`config.mk`:
```
export PLATFORM = sky130hd
export DESIGN_NAME = lcd_wr_seq
export DESIGN_NICKNAME = d
export VERILOG_FILES = /design/src/rtl/lcd_wr_pkg.sv /design/src/rtl/lcd_wr_cfg.sv /design/src/rtl/lcd_wr_fsm.sv /design/src/rtl/lcd_wr_out.sv /design/src/rtl/lcd_wr_seq.sv
export SDC_FILE = /design/constraint.sdc
export NUM_CORES = 1
export LEC_CHECK = 0
export BUFFER_PORTS_ARGS = -buffer_cell sky130_fd_sc_hd__buf_2
export CAP_MARGIN = 10
export CORE_MARGIN = 2
export CORE_UTILIZATION = 35
export CTS_BUF_LIST = sky130_fd_sc_hd__clkbuf_8 sky130_fd_sc_hd__clkbuf_16
export CTS_CLUSTER_SIZE = 40
export DETAILED_ROUTE_END_ITERATION = 10
export PLACE_DENSITY_LB_ADDON = 0.12
export SLEW_MARGIN = 20
export SYNTH_ARGS = -nofsm -noshare
export SYNTH_HDL_FRONTEND = slang
export SYNTH_SLANG_ARGS = --single-unit
```
`constraint.sdc`:
```
create_clock -name clk_i -period 7.75 [get_ports clk_i]
set_input_delay 1.55 -clock clk_i [delete_from_list [all_inputs] [get_ports clk_i]]
set_output_delay 1.55 -clock clk_i [all_outputs]
set_load 0.02 [all_outputs]
```
`src/rtl/lcd_wr_pkg.sv`:
```
package lcd_wr_pkg;
  localparam int NUM_PH  = 4;
  localparam int PH_IW   = 2;
  localparam int ACT_IDX = 2;

  // phase codes 0..3 index the count array; order is the cycle order
  typedef enum logic [2:0] {
    PH_ADDR = 3'd0,
    PH_CSW  = 3'd1,
    PH_ACT  = 3'd2,
    PH_HOLD = 3'd3,
    PH_IDLE = 3'd4
  } phase_e;
endpackage

```
`src/rtl/lcd_wr_cfg.sv`:
```
module lcd_wr_cfg
  import lcd_wr_pkg::*;
#(
  parameter int CNT_W = 8
) (
  input  logic                           clk_i,
  input  logic                           rst_ni,
  input  logic                           we_i,
  input  logic [NUM_PH-1:0][CNT_W-1:0]   val_i,
  output logic [NUM_PH-1:0][CNT_W-1:0]   cnt_o
);
  for (genvar g = 0; g < NUM_PH; g++) begin : g_cnt
    localparam logic [CNT_W-1:0] RST_VAL = (g == ACT_IDX) ? CNT_W'(1) : '0;
    always_ff @(posedge clk_i or negedge rst_ni) begin
      if (!rst_ni)   cnt_o[g] <= RST_VAL;
      else if (we_i) cnt_o[g] <= val_i[g];
    end
  end
endmodule

```
`src/rtl/lcd_wr_fsm.sv`:
```
module lcd_wr_fsm
  import lcd_wr_pkg::*;
#(
  parameter int CNT_W = 8
) (
  input  logic                         clk_i,
  input  logic                         rst_ni,
  input  logic                         accept_i,
  input  logic [NUM_PH-1:0][CNT_W-1:0] cfg_i,
  output phase_e                       st_q_o,
  output phase_e                       st_d_o
);
  phase_e                       st_q, st_d;
  logic [CNT_W-1:0]             cnt_q, cnt_d;
  logic [NUM_PH-1:0][CNT_W-1:0] lat_q, lat_d, eff;

  // lowest phase at or after start with a nonzero count
  function automatic phase_e first_live(input int start,
                                        input logic [NUM_PH-1:0][CNT_W-1:0] c);
    phase_e r;
    r = PH_IDLE;
    for (int i = NUM_PH - 1; i >= 0; i--)
      if (i >= start && c[i] != '0) r = phase_e'(3'(i));
    return r;
  endfunction

  function automatic logic [CNT_W-1:0] len_of(input phase_e p,
                                              input logic [NUM_PH-1:0][CNT_W-1:0] c);
    logic [2:0] pv;
    pv = p;
    return c[pv[PH_IW-1:0]];
  endfunction

  // strobe width of zero is promoted to one
  always_comb begin
    for (int i = 0; i < NUM_PH; i++) begin
      eff[i] = cfg_i[i];
      if (i == ACT_IDX && cfg_i[i] == '0) eff[i] = CNT_W'(1);
    end
  end

  always_comb begin
    st_d  = st_q;
    cnt_d = cnt_q;
    lat_d = lat_q;
    if (st_q == PH_IDLE) begin
      if (accept_i) begin
        lat_d = eff;
        st_d  = first_live(0, eff);
        cnt_d = len_of(st_d, eff) - 1'b1;
      end
    end else if (cnt_q == '0) begin
      st_d = first_live(int'(st_q) + 1, lat_q);
      if (st_d != PH_IDLE) cnt_d = len_of(st_d, lat_q) - 1'b1;
    end else begin
      cnt_d = cnt_q - 1'b1;
    end
  end

  always_ff @(posedge clk_i or negedge rst_ni) begin
    if (!rst_ni) begin
      st_q  <= PH_IDLE;
      cnt_q <= '0;
      lat_q <= '0;
    end else begin
      st_q  <= st_d;
      cnt_q <= cnt_d;
      lat_q <= lat_d;
    end
  end

  assign st_q_o = st_q;
  assign st_d_o = st_d;
endmodule

```
`src/rtl/lcd_wr_out.sv`:
```
module lcd_wr_out
  import lcd_wr_pkg::*;
#(
  parameter int DATA_W = 16
) (
  input  logic              clk_i,
  input  logic              rst_ni,
  input  logic              accept_i,
  input  logic              is_data_i,
  input  logic [DATA_W-1:0] data_i,
  input  phase_e            st_q_i,
  input  phase_e            st_d_i,
  output logic              dc_o,
  output logic [DATA_W-1:0] data_o,
  output logic              cs_no,
  output logic              wr_no,
  output logic              done_o
);
  // pins decoded from next phase and registered: no decode glitches
  always_ff @(posedge clk_i or negedge rst_ni) begin
    if (!rst_ni) begin
      dc_o   <= 1'b0;
      data_o <= '0;
      cs_no  <= 1'b1;
      wr_no  <= 1'b1;
      done_o <= 1'b0;
    end else begin
      if (accept_i) begin
        dc_o   <= is_data_i;
        data_o <= data_i;
      end
      cs_no  <= (st_d_i == PH_IDLE) || (st_d_i == PH_ADDR);
      wr_no  <= (st_d_i != PH_ACT);
      done_o <= (st_d_i == PH_IDLE) && (st_q_i != PH_IDLE);
    end
  end
endmodule

```
`src/rtl/lcd_wr_seq.sv`:
```
module lcd_wr_seq
  import lcd_wr_pkg::*;
#(
  parameter int CNT_W  = 8,
  parameter int DATA_W = 16
) (
  input  logic              clk_i,
  input  logic              rst_ni,
  input  logic              cfg_we_i,
  input  logic [CNT_W-1:0]  cfg_cs_setup_i,
  input  logic [CNT_W-1:0]  cfg_wr_setup_i,
  input  logic [CNT_W-1:0]  cfg_wr_active_i,
  input  logic [CNT_W-1:0]  cfg_wr_hold_i,
  input  logic              req_valid_i,
  output logic              req_ready_o,
  input  logic              req_is_data_i,
  input  logic [DATA_W-1:0] req_data_i,
  output logic              lcd_dc_o,
  output logic              lcd_cs_no,
  output logic              lcd_wr_no,
  output logic [DATA_W-1:0] lcd_data_o,
  output logic              busy_o,
  output logic              done_o
);
  logic [NUM_PH-1:0][CNT_W-1:0] cfg_val, cfg_cnt;
  phase_e                       st_q, st_d;
  logic                         accept;

  assign cfg_val = {cfg_wr_hold_i, cfg_wr_active_i, cfg_wr_setup_i, cfg_cs_setup_i};

  assign busy_o      = (st_q != PH_IDLE);
  assign req_ready_o = ~busy_o;
  assign accept      = req_valid_i & req_ready_o;

  lcd_wr_cfg #(.CNT_W(CNT_W)) u_cfg (
    .clk_i  (clk_i),
    .rst_ni (rst_ni),
    .we_i   (cfg_we_i),
    .val_i  (cfg_val),
    .cnt_o  (cfg_cnt)
  );

  lcd_wr_fsm #(.CNT_W(CNT_W)) u_fsm (
    .clk_i    (clk_i),
    .rst_ni   (rst_ni),
    .accept_i (accept),
    .cfg_i    (cfg_cnt),
    .st_q_o   (st_q),
    .st_d_o   (st_d)
  );

  lcd_wr_out #(.DATA_W(DATA_W)) u_out (
    .clk_i     (clk_i),
    .rst_ni    (rst_ni),
    .accept_i  (accept),
    .is_data_i (req_is_data_i),
    .data_i    (req_data_i),
    .st_q_i    (st_q),
    .st_d_i    (st_d),
    .dc_o      (lcd_dc_o),
    .data_o    (lcd_data_o),
    .cs_no     (lcd_cs_no),
    .wr_no     (lcd_wr_no),
    .done_o    (done_o)
  );
endmodule

```
# [Yosys cells after proc, flatten, opt, wreduce, memory -nomap -nowiden]
# Cells that the tools add are included.
[word_totals] regBits=95 input_bits=53 output_inout_bits=22 word_cells=77
[classes] addsub=4 order_cmp=6 n_eq_ne=7 muxes=24 bitwise_logic=2 reduce_logical=19
[op_table] cell="greater-or-equal comparator 3 x 32 -> 1 bit, first input constant" n=2
[op_table] cell="nonzero test 8 bit" n=8
[op_table] cell="two-way mux 8 bit" n=7
[op_table] cell="two-way mux 3 bit" n=15
[op_table] cell="binary-select mux 8 bit (select 2 bit)" n=2
[op_table] cell="greater-or-equal comparator 1 x 32 -> 1 bit, first input constant" n=1
[op_table] cell="greater-or-equal comparator 2 x 32 -> 1 bit, first input constant" n=1
[op_table] cell="subtractor 8 x 1 -> 8 bit, second input constant" n=3
[op_table] cell="zero test 8 bit" n=2
[op_table] cell="== test 3 bit, second input constant" n=2
[op_table] cell="< comparator 2 x 3 -> 1 bit, second input constant" n=2
[op_table] cell="!= test 3 x 2 -> 1 bit, second input constant" n=2
[op_table] cell="!= test 3 bit, second input constant" n=2
[op_table] cell="logical AND 1 bit" n=5
[op_table] cell="adder 3 x 1 -> 4 bit, second input constant" n=1
[op_table] cell="AND reduction 2 bit" n=2
[op_table] cell="zero test 3 bit" n=1
[op_table] cell="!= test 2 bit, second input constant" n=1
[op_table] cell="AND 1 bit" n=1
[op_table] cell="logical OR 1 bit" n=1
[op_table] cell="NOT 1 bit" n=1

# [Logic depth before layout (Yosys ltp)]
# Gate-level depths: netlist of run 1.
[depth] depth_word=15 mapped_depth=15 ltp_nobuf=14

# [Cells and area by module]
# Synthesis of run 1 repeated with hierarchy kept, for this count alone.
[hier_totals] cells_unflattened=368 area_unflattened_um2=4769.6
[modules_own_cells] mod="lcd_wr_fsm" n_inst=1 cells_per_inst=254 area_per_inst_um2=2605.0 seq_area_each_um2=1077.3
[modules_own_cells] mod="lcd_wr_cfg" n_inst=1 cells_per_inst=68 area_per_inst_um2=1346.3 seq_area_each_um2=802.0
[modules_own_cells] mod="lcd_wr_out" n_inst=1 cells_per_inst=43 area_per_inst_um2=789.5 seq_area_each_um2=503.0
[modules_own_cells] mod="lcd_wr_seq" n_inst=1 cells_per_inst=3 area_per_inst_um2=28.8 seq_area_each_um2=0.0

# [Least setup slack after synthesis of run 1]
# No wires, ideal clock.
[synth_timing] path_type="input -> register" start="in req_valid_i" end="reg u_out.data_o[10]" setup_time_ps=125 arrival_ps=2880 required_time_ps=7625 slack_ps=4745 path_stages=5 n_path_buf=3 path_cell_list="and3_1 -> clkbuf_1 -> buf_1 -> buf_1 -> mux2_2"
[synth_between] elab_chain_len=1
[synth_rtl] element="start: declaration" line_no="lcd_wr_seq.sv:14" source="input logic req_valid_i,"
[synth_rtl] element="AND 1 bit" line_no="lcd_wr_seq.sv:33" source="assign accept = req_valid_i & req_ready_o;"
[synth_rtl] element="end signal: assignment" line_no="lcd_wr_out.sv:30" source="data_o <= data_i;"
[synth_rtl] element="end: declaration" line_no="lcd_wr_out.sv:14" source="output logic [DATA_W-1:0] data_o,"
# No other way between the ends.
# A chain may end at the register's enable or synchronous reset.

# [Final worst setup path of run 1]
[layout_timing] start="reg u_fsm.st_q[0] (netlist: u_fsm.st_q_o[0])" end="out req_ready_o"
[layout_between] elab_chain_len=2
[layout_rtl] element="start: declaration" line_no="lcd_wr_fsm.sv:13" source="phase_e st_q, st_d;"
[layout_rtl] element="start signal: assignment" line_no="lcd_wr_fsm.sv:66" source="st_q <= st_d;"
[layout_rtl] element="!= test 3 bit" line_no="lcd_wr_seq.sv:31" source="assign busy_o = (st_q != PH_IDLE);"
[layout_rtl] element="NOT 1 bit" line_no="lcd_wr_seq.sv:32" source="assign req_ready_o = ~busy_o;"
[layout_rtl] element="end: declaration" line_no="lcd_wr_seq.sv:15" source="output logic req_ready_o,"
# No other way between the ends.

==> results by group, run 1 <==
Synthesis
  – Predominant post-synthesis flop cell: dfrtp_1
  – Syn_area_per_cell: 12.6 µm²
  – Sequential area share after synthesis: 51.2%
  – Synth Instances: 370
  – #FFs+latches synth: between 90 and 100
  – Synthesis Warnings: 0
  – Top post-synthesis cells by area: dfrtp_1, mux2_2, dfstp_2
  – Post-synth top area cell: dfrtp_1
  – Post-synth EDFFs: 0
  – Post-Syn Area: roughly 0.0047 mm²
  – Ys async rst share: 100%
  – Most frequent cells after synthesis: dfrtp_1, mux2_2, nand2_1
  – Net Count, Synth: ~430
  – Distinct cells, synth: 64
  – Most frequent cell after synthesis: dfrtp_1
  – Share of the synthesized area in the top cell type: 49.0%

Final layout
  – Finished Layout Cells: 623
  – Antenna cells: 0
  – Share of post-route cells with drive strength above 1: 44.7%
  – # fillers: 1,264
  – Synth-to-layout area growth: 18.7%
  – NumNets Final: 502

Setup path
  – CP arrival: 2260 ps
  – Setup CP Type: reg -> out
  – Setup crit start kind: register
  – Critical Path Most Common Cell: inv_1
  – Worst-path maximum fanout: 16
  – Critical path capture point type: output pin
  – Worst-path cell chain: inv_1, ha_1, nand2_1, inv_1, buf_2
  – CP delay by family, top: buffers and inverters
  – Worst Path Required: 6200 ps
  – Crit path buf inv count: 3
  – Crit path largest cell delay: 490 ps
  – Critical Path Stages: 5
  – Worst path slowest cell: inv_1
  – R2R cell count: 12

Clock tree
  – CTS resizes: 0
  – Worst-path clk slew: 70 ps
  – Clock sink count: between 90 and 100
  – Root Driver: clkbuf_16
  – Setup bufs post-CTS: 0
  – Worst-Skew Late Latency: 350 ps
  – Hold_buf cts: 0
  – Clk buf depth: 2
  – CTS Buf Count: 9
  – H-tree depth: 3
  – CTS tree: built

Run status
  – Run status: finished, final reports clean

STA
  – F_max: 263 MHz
  – Final worst path period share: around half
  – TNS Setup: 0 ps
  – Final setup violation count: 0
  – Worst slew pin tran: 1010 ps
  – Final hold vios: 0
  – Slew Viols, Final: 0
  – RSZ-0062 raised after global routing: false
  – Tmin final: 3810 ps
  – Rel. slew slack: 32.3%
  – Clk_skew: 10.4 ps

Min path
  – Hold Path Class: reg -> reg
  – Worst hold stages: 1

Placed design
  – Final GP Congestion: 0.919
  – Post-placement cell count: 608
  – Detailed placement HPWL: 8320 µm
  – IO buf count: 74

Routing
  – DRC viols: 0
  – Initial DRC count: 157
  – Antenna Nets Post-Route: 0
  – First-pass iteration count of the detailed router: 4
  – Routed WL: 11,200 µm
  – Vias: about 3,300
  – Wire per inst: 18.1 µm
  – Via density per instance: 5.24

Global route
  – Number of global-route vias before repair: 3,423
  – Largest net degree at the start of global routing: 70
  – First-pass GRT wire length: 18,500 µm
  – GRT Total Usage: 17.0%
  – Antenna violations before repair: 0
  – Overflow after GRT: 0

Die
  – Die area: 0.0142 mm²
  – Initial Util: 35.5%
  – Core area: 0.0131 mm²
  – Cell row count: 42
  – Die X: 119 µm
  – Die Y: 119 µm
  – Boundary Pins: 75

Power and ir drop
  – Peak VDD IR: 0.209 mV
  – Tot Pwr: 2240 µW
  – PwrDens: approximately 410 mW/mm²
  – Leak pwr: 0.00232 µW

Job
  – Max Cap Violations: 0
## power by group
group          internal, µW  switching (µW)  total (µW)
registers               686             161         847
logic                   416             501         917
clock network           290             189         479
## logic make-up after synthesis
group | Yosys count | synth area share, %
DFF | 95 | 51.2
muxes | 89 | 21.3
and+or+nand+nor | 89 | 11.1
AOI/OAI and AO/OA | 65 | 12.0
buffers and inverters | 22 | 1.94
adders and majority gates | 6 | 1.61
xor gates and xnor gates | 4 | 0.753
## cell usage in the layout, fill, tap and decap left out, types with 5 or more instances in the layout
cell type,synthesis,layout
a211oi_1,7,7
a21oi_1,7,7
buf_2,0,73
clkbuf_16,0,9
dfrtp_1,91,91
ha_1,6,6
inv_1,8,8
mux2_2,80,80
mux2i_1,9,9
nand2_1,25,25
nor2_1,24,24
nor4_1,7,7
o211ai_1,5,5
o21ai_0,7,7
## final timing paths
path / end / startpoint / slack (ps)
hold / removal: u_out.data_o[15] / u_out.data_o[15] / 500
min in group asynchronous: u_fsm.lat_q[3] / rst_ni / 1100
max in group asynchronous: u_out.data_o[0] / rst_ni / 5420
setup reg to reg: u_fsm.cnt_q[5] / u_fsm.st_q_o[0] / 4300
hold reg to reg: u_out.data_o[15] / u_out.data_o[15] / 500
setup / recovery: req_ready_o / u_fsm.st_q_o[0] / 3940
## flip-flops by register name (all words and copies together), names as in the netlist
name,cells
u_out.done_o,1
u_out.data_o,16
u_fsm.lat_q,32
u_fsm.st_q_o,3
u_cfg.cnt_o,32
u_out.cs_no,1
u_out.wr_no,1
u_out.dc_o,1
u_fsm.cnt_q,8
## stage by stage
stage,hold WS (ps),util (%),instance area (µm²),setup slack (ps)
after floorplan,463,-,4650,4740
final,498,42.2,5520,3940
after global placement,485,39.7,5200,4320
after CTS,504,42.2,5520,3950
after detailed placement,490,39.7,5200,4330
after global routing,515,42.2,5520,3810
## routing by layer
layer | GRT usage, % | up-vias | part of all wire [%]
li1 | - | 1528 | -
met1 | 23.1 | 1651 | 47
met2 | 26.1 | 72 | 47
met3 | 3.88 | 16 | 3.8
met4 | 6.70 | 0 | 1.9
met5 | 0 | - | 0
## final cells by class
| type | instances | area, µm² | share of cell area, % |
|---|---|---|---|
| Sequential cell | 95 | 2380 | 43.1 |
| Tap cell | 176 | 220 | 3.99 |
| Inverter | 8 | 30.0 | 0.544 |
| Multi-Input combinational cell | 253 | 2180 | 39.5 |
| Clock buffer | 10 | 239 | 4.33 |
| Clock inverter | 5 | 82.6 | 1.50 |
| Timing Repair Buffer | 76 | 388 | 7.02 |
Power figures use the tool's default switching activity.
==> run 2: changes to the inputs <==
==> constraint.sdc (replaced) <==
create_clock -name clk_i -period 3.7 [get_ports clk_i]
set_input_delay 0.74 -clock clk_i [delete_from_list [all_inputs] [get_ports clk_i]]
set_output_delay 0.74 -clock clk_i [all_outputs]
set_load 0.02 [all_outputs]
==> run 2 against run 1 <==
  * Wire length up 2.2%
  * Clock power up 110%
  * Non-clock buffer count up 6
  * Clock-buffer cell count up 1
  * Hold slack worse by 16 ps
  * Sequential cell count unchanged
  * Die area unchanged
  * Global-route usage up 0.21 points
  * Total power up 110%
  * Design area up 1.1%
  * Sequential power up 110%
  * Largest power group unchanged
  * Register-to-register slack worse by 3900 ps
==> results by group, run 2 (synthesis results as in run 1) <==
Run status
  – Run status: finished, final reports clean

Routing
  – Wire per inst: 18.2 µm
  – Routed WL: 11,500 µm
  – Vias: 3,328
  – First-pass iteration count of the detailed router: 4
  – DRC viols: 0
  – Antenna Nets Post-Route: 0
  – Via density per instance: 5.28
  – Initial DRC count: 150

Setup path
  – Worst Path Required: slightly below 4000 ps
  – Worst reg2reg endpoint: u_fsm.cnt_q[2]
  – R2R cell count: 11
  – Worst-path maximum fanout: 13
  – Worst path slowest cell: or4_4
  – CP delay by family, top: simple AND/OR/NAND/NOR gates
  – Crit path largest cell delay: 580 ps
  – Setup crit start kind: register
  – Worst-path cell chain: or4_4, o22a_4, nor3_4, o21a_4, mux2i_1, o2111ai_2, nand2_1, ha_1, inv_1, xnor2_1, mux2_2
  – Critical register-to-register path startpoint: u_fsm.lat_q[20]
  – Critical path capture point type: register
  – Crit path buf inv count: 1
  – CP arrival: 3520 ps
  – R2R setup slack: 420 ps
  – Setup CP Type: reg -> reg

Placed design
  – IO buf count: between 70 and 80
  – Final GP Congestion: 0.840
  – Detailed placement HPWL: 8570 µm
  – Pre-CTS setup slack: 399 ps

Clock tree
  – Setup bufs post-CTS: 0
  – Root Driver: clkbuf_16
  – Hold_buf cts: 0
  – Worst-Skew Late Latency: 340 ps
  – CTS tree: built
  – H-tree depth: 3
  – CTS resizes: 0
  – Clk buf depth: 2
  – Clock sink count: 95
  – CTS Buf Count: 9
  – Worst-path clk slew: 70 ps

STA
  – Final hold vios: 0
  – Final setup violation count: 0
  – Final worst path period share: 88.8%
  – Hold_ws: 482 ps
  – Rel. slew slack: 42.4%
  – Worst slew pin tran: about 860 ps
  – Tmin final: 3280 ps
  – Post-route setup slack: 415 ps
  – F_max: 304 MHz
  – RSZ-0062 raised after global routing: false
  – Slew Viols, Final: 0
  – Clk_skew: around 9.3 ps
  – TNS Setup: 0 ps

Final layout
  – Antenna cells: 0
  – Synth-to-layout area growth: 20.0%
  – Share of post-route cells with drive strength above 1: 45.2%
  – Layout Utilization: 42.7%
  – Top Registers: u_cfg.cnt_o: 32 flops, u_fsm.lat_q: 32 flops, u_out.data_o: 16 flops
  – Most frequent cells in the layout: dfrtp_1, mux2_2, buf_2
  – Most common cell after layout, fill and taps aside: dfrtp_1
  – NumNets Final: between 500 and 600

Global route
  – Largest net degree at the start of global routing: 66
  – First-pass GRT wire length: 18,500 µm
  – Overflow after GRT: 0
  – Number of global-route vias before repair: 3,345
  – Antenna violations before repair: 0
  – GRT Total Usage: 17.2%

Die
  – Cell row count: 42
  – Core area: 0.0131 mm²
  – Boundary Pins: 75
  – Die Y: about 120 µm
  – Initial Util: roughly 36%
  – Die area: 0.0142 mm²
  – Die X: 119 µm

Min path
  – Hold Path Class: in -> async

Power and ir drop
  – Peak VDD IR: roughly 0.32 mV
  – PwrDens: between 800 and 900 mW/mm²
  – Leak pwr: 0.00237 µW

Job
  – Max Cap Violations: 0
==> run 2: changes by cell type in the layout (fill, tap and decap cells not counted), sizes merged <==
cell | before | now
clkinv | 0 | 1
buf | 76 | 82
clkinvlp | 3 | 0
inv | 8 | 10
clkbuf | 10 | 11
==> run 2: final cells by class <==
type                       count  area (µm²)
clock inverter                 5        72.6
sequential                    95        2380
inverter                       8        30.0
tap                          176         220
clock buffer                  11         253
fill                        1236        7500
multi-input combinational    253        2180
timing repair buffer          82         445
==> run 2: worst max-delay path by stage <==
stage,start,endpoint,slack [ps],cells after the start
after floorplan,u_fsm.lat_q[20],u_fsm.cnt_q[2],770,12
after global placement,u_fsm.lat_q[20],u_fsm.cnt_q[2],400,11
after detailed placement,u_fsm.lat_q[20],u_fsm.cnt_q[2],400,11
after CTS,u_fsm.lat_q[20],u_fsm.cnt_q[2],380,11
after global routing,u_fsm.st_q_o[1],u_fsm.cnt_q[2],260,12
final,u_fsm.lat_q[20],u_fsm.cnt_q[2],420,11
==> run 2: stage by stage <==
| step | total power (µW) | instances | cell area (µm²) |
|---|---|---|---|
| 2_1_floorplan | 3180 | 370 | 4650 |
| 3_5_place_dp | 3770 | 614 | 5260 |
| 4_1_cts | 4800 | 630 | 5580 |
| 5_1_grt | 5050 | 630 | 5580 |
| 3_3_place_gp | 3780 | 614 | 5260 |
| 6_report | 4760 | 630 | 5580 |
==> run 2: report_power, final <==
group	switching, µW	total [µW]	leakage, µW	internal (µW)
Combinational	1080	1990	0.00108	910
Sequential	327	1760	0.00112	1440
Clock	380	1000	0.000168	623
==> run 2: layer usage <==
metal  vias up  GRT usage, %  part of all wire [%]
li1       1538             -                     -
met1      1716          23.9                    48
met2        62          26.5                    47
met3        12          2.97                   3.9
met4         0          6.99                   1.6
met5         -             0                     0
==> run 3: changes to the inputs <==
--- a/config.mk
+++ b/config.mk
@@ -7,7 +7,7 @@
 export LEC_CHECK = 0
 export BUFFER_PORTS_ARGS = -buffer_cell sky130_fd_sc_hd__buf_2
 export CAP_MARGIN = 10
-export CORE_MARGIN = 2
+export CORE_MARGIN = 4
 export CORE_UTILIZATION = 35
 export CTS_BUF_LIST = sky130_fd_sc_hd__clkbuf_8 sky130_fd_sc_hd__clkbuf_16
 export CTS_CLUSTER_SIZE = 40
@@ -16,4 +16,5 @@
 export SLEW_MARGIN = 20
 export SYNTH_ARGS = -nofsm -noshare
 export SYNTH_HDL_FRONTEND = slang
+export SYNTH_HIERARCHICAL = 1
 export SYNTH_SLANG_ARGS = --single-unit
==> run 3 against run 2 <==
  * Area after synthesis rose by 2.6%
  * First-iteration DRC count shrank 21%
  * Clock power grew 6%
  * Sequential power fell by 11%
  * Non-clock buffer count unchanged
  * Setup slack improved by 150 ps
  * Critical path type unchanged
==> results by group, run 3 <==
Die
  – Cell row count: 42
  – Die X: 125 µm
  – Boundary Pins: 75
  – Die Y: 125 µm
  – Initial Util: ~36%
  – Die area: 0.0156 mm²
  – Core area: ~0.013 mm²

Final layout
  – Most frequent cells in the layout: dfrtp_1, buf_2, mux2_2
  – Fin area: 0.00563 mm²
  – Area occupied by multi-input gates: roughly 0.0022 mm²
  – Finished Layout Cells: 628
  – Layout Utilization: 42.3%
  – Antenna cells: 0
  – Top Registers: u_cfg/cnt_o: 32 flops, u_fsm/lat_q: 32 flops, u_out/data_o: 16 flops
  – Synth-to-layout area growth: 18.0%
  – Share of post-route cells with drive strength above 1: 44.7%
  – Storage cell area: 0.00238 mm²
  – NumNets Final: 506
  – # fillers: ~1,200
  – Most common cell after layout, fill and taps aside: dfrtp_1

Setup path
  – Setup CP Type: reg -> reg
  – Worst-path maximum fanout: 3
  – Worst Path Required: 3980 ps
  – Setup crit start kind: register
  – CP arrival: roughly 3400 ps
  – Critical path capture point type: register

Clock tree
  – Worst-path clk slew: ~70 ps
  – Clock sink count: 95
  – H-tree depth: 3
  – CTS Buf Count: 9
  – CTS resizes: 0
  – CTS tree: built
  – Root Driver: clkbuf_16
  – Setup bufs post-CTS: 0
  – Clk buf depth: 2
  – Worst-Skew Late Latency: 350 ps
  – Hold_buf cts: 0

STA
  – Clk_skew: 9.28 ps
  – RSZ-0062 raised after global routing: false
  – F_max: roughly 320 MHz
  – Final worst path period share: between 80 and 90%
  – Worst slew pin tran: approximately 1100 ps
  – Tmin final: 3130 ps
  – Hold_ws: 328 ps
  – Final hold vios: 0
  – TNS Setup: 0 ps
  – Final setup violation count: 0
  – Slew Viols, Final: 0
  – Rel. slew slack: 30.0%

Global route
  – First-pass GRT wire length: 18,800 µm
  – Number of global-route vias before repair: 3,468
  – Antenna violations before repair: 0
  – GRT Total Usage: 15.4%
  – Largest net degree at the start of global routing: 35
  – Overflow after GRT: 0

Routing
  – Initial DRC count: 119
  – First-pass iteration count of the detailed router: 4
  – Antenna Nets Post-Route: 0
  – Wire per inst: 18.4 µm
  – DR WL met3: about 610 µm
  – Top layer in use: met4
  – Via density per instance: 5.21
  – Metal2 WL: 5300 µm
  – Routed WL: about 12,000 µm
  – Vias: 3,269
  – DRT met1 WL: 5360 µm
  – DRC viols: 0

Synthesis
  – Top post-synthesis cells by area: dfrtp_1, mux2_4, mux2_2
  – Main combinational cell family by area after synthesis: multiplexers
  – Distinct cells, synth: 64
  – Compound-gate portion of the synthesized area: a little under an eighth
  – Post-synth EDFFs: 0
  – Post-synth top area cell: dfrtp_1
  – Synth Area in Simple Gates: 9.37%
  – Post-synthesis mux area share: a little under a quarter
  – Post-Synth XOR/XNOR Area: 0.551%
  – Net Count, Synth: 427
  – Synth Instances: 368
  – Predominant post-synthesis flop cell: dfrtp_1
  – Post-Syn Area: roughly 0.0048 mm²
  – Most frequent cell after synthesis: dfrtp_1
  – Syn_area_per_cell: 13.0 µm²
  – Most frequent cells after synthesis: dfrtp_1, mux2_2, mux2_4
  – Share of the synthesized area in the top cell type: between 40% and 50%
  – Adder-Cell Fraction of Synth Area: 1.57%
  – Sequential area share after synthesis: between 40% and 50%
  – #FFs+latches synth: 95
  – Synthesis Warnings: 6
  – Ys async rst share: 100%

Placed design
  – Post-DP Area: 0.00528 mm²
  – Final GP Congestion: 0.877
  – Post-placement cell count: 612
  – IO buf count: 74
  – Detailed placement HPWL: 8610 µm

Power and ir drop
  – Leak pwr: 0.00262 µW
  – Peak VDD IR: 0.250 mV
  – PwrDens: 740 mW/mm²

Job
  – Max Cap Violations: 0

Run status
  – Run status: finished, final reports clean

Min path
  – Hold Path Class: in -> async
run 3: cell types whose count changed in the layout (fill, tap and decap cells not counted), moves of 5 or more:
cell      change
mux2_2       -36
o21ai_0      +10
nor2_1        -5
a211oi_1      -6
mux2_4       +40
nor4_1        +5
a21oi_1      +14
inv_1         -5
mux2i_1       -5
run 3: final timing paths:
kind	start	endpoint	slack, ps	cells after the start
max	u_fsm/lat_q[4]	u_fsm/cnt_q[6]	570	10
min	rst_ni	u_out/data_o[7]	330	1
max reg2reg	u_fsm/lat_q[4]	u_fsm/cnt_q[6]	570	10
min reg2reg	u_out/data_o[10]	u_out/data_o[10]	500	1
max in group asynchronous	rst_ni	u_fsm/st_q_o[2]	2540	2
min in group clk_i	u_out/data_o[10]	u_out/data_o[10]	500	1
run 3: cell families after synthesis:
family,count (synthesis)
simple gates,79
compound gates,78
flops,95
buf+inv,19
fa+ha+maj,6
xor+xnor,3
mux,88
run 3: cell type report:
class                      count  area share, %
tap                          176           3.91
inverter                       5          0.333
multi-input combinational    254           39.6
timing repair buffer          82           7.69
sequential                    95           42.3
clock inverter                 7           2.16
clock buffer                   9           4.00
run 3: worst max-delay path: stages, from the launching register on:
cell and delay (ps):
dfrtp_1 390, or4_1 570, o21a_1 250, a311oi_1 420, nor2_1 90, a311oi_1 450
o31ai_4 110, ha_1 240, and3b_2 230, a211o_1 250, nand3_1 60
run 3: metal layers:
metal  up-vias  global-route usage, %
li1       1536                      -
met1      1616                   20.6
met2       100                   23.5
met3        17                   4.03
met4         0                   6.77
met5         -                      0
run 3: through the flow:
stage | setup slack [ps] | total power [µW]
after floorplan | 942 | 2670
after global placement | 685 | 3100
after detailed placement | 594 | 3120
after CTS | 565 | 4210
after global routing | 301 | 4420
final | 566 | 4160
run 3: report_power, final:
group | switching, µW | internal, µW
sequential | 239 | 1330
clock | 401 | 661
combinational | 834 | 701
total | 1470 | 2690
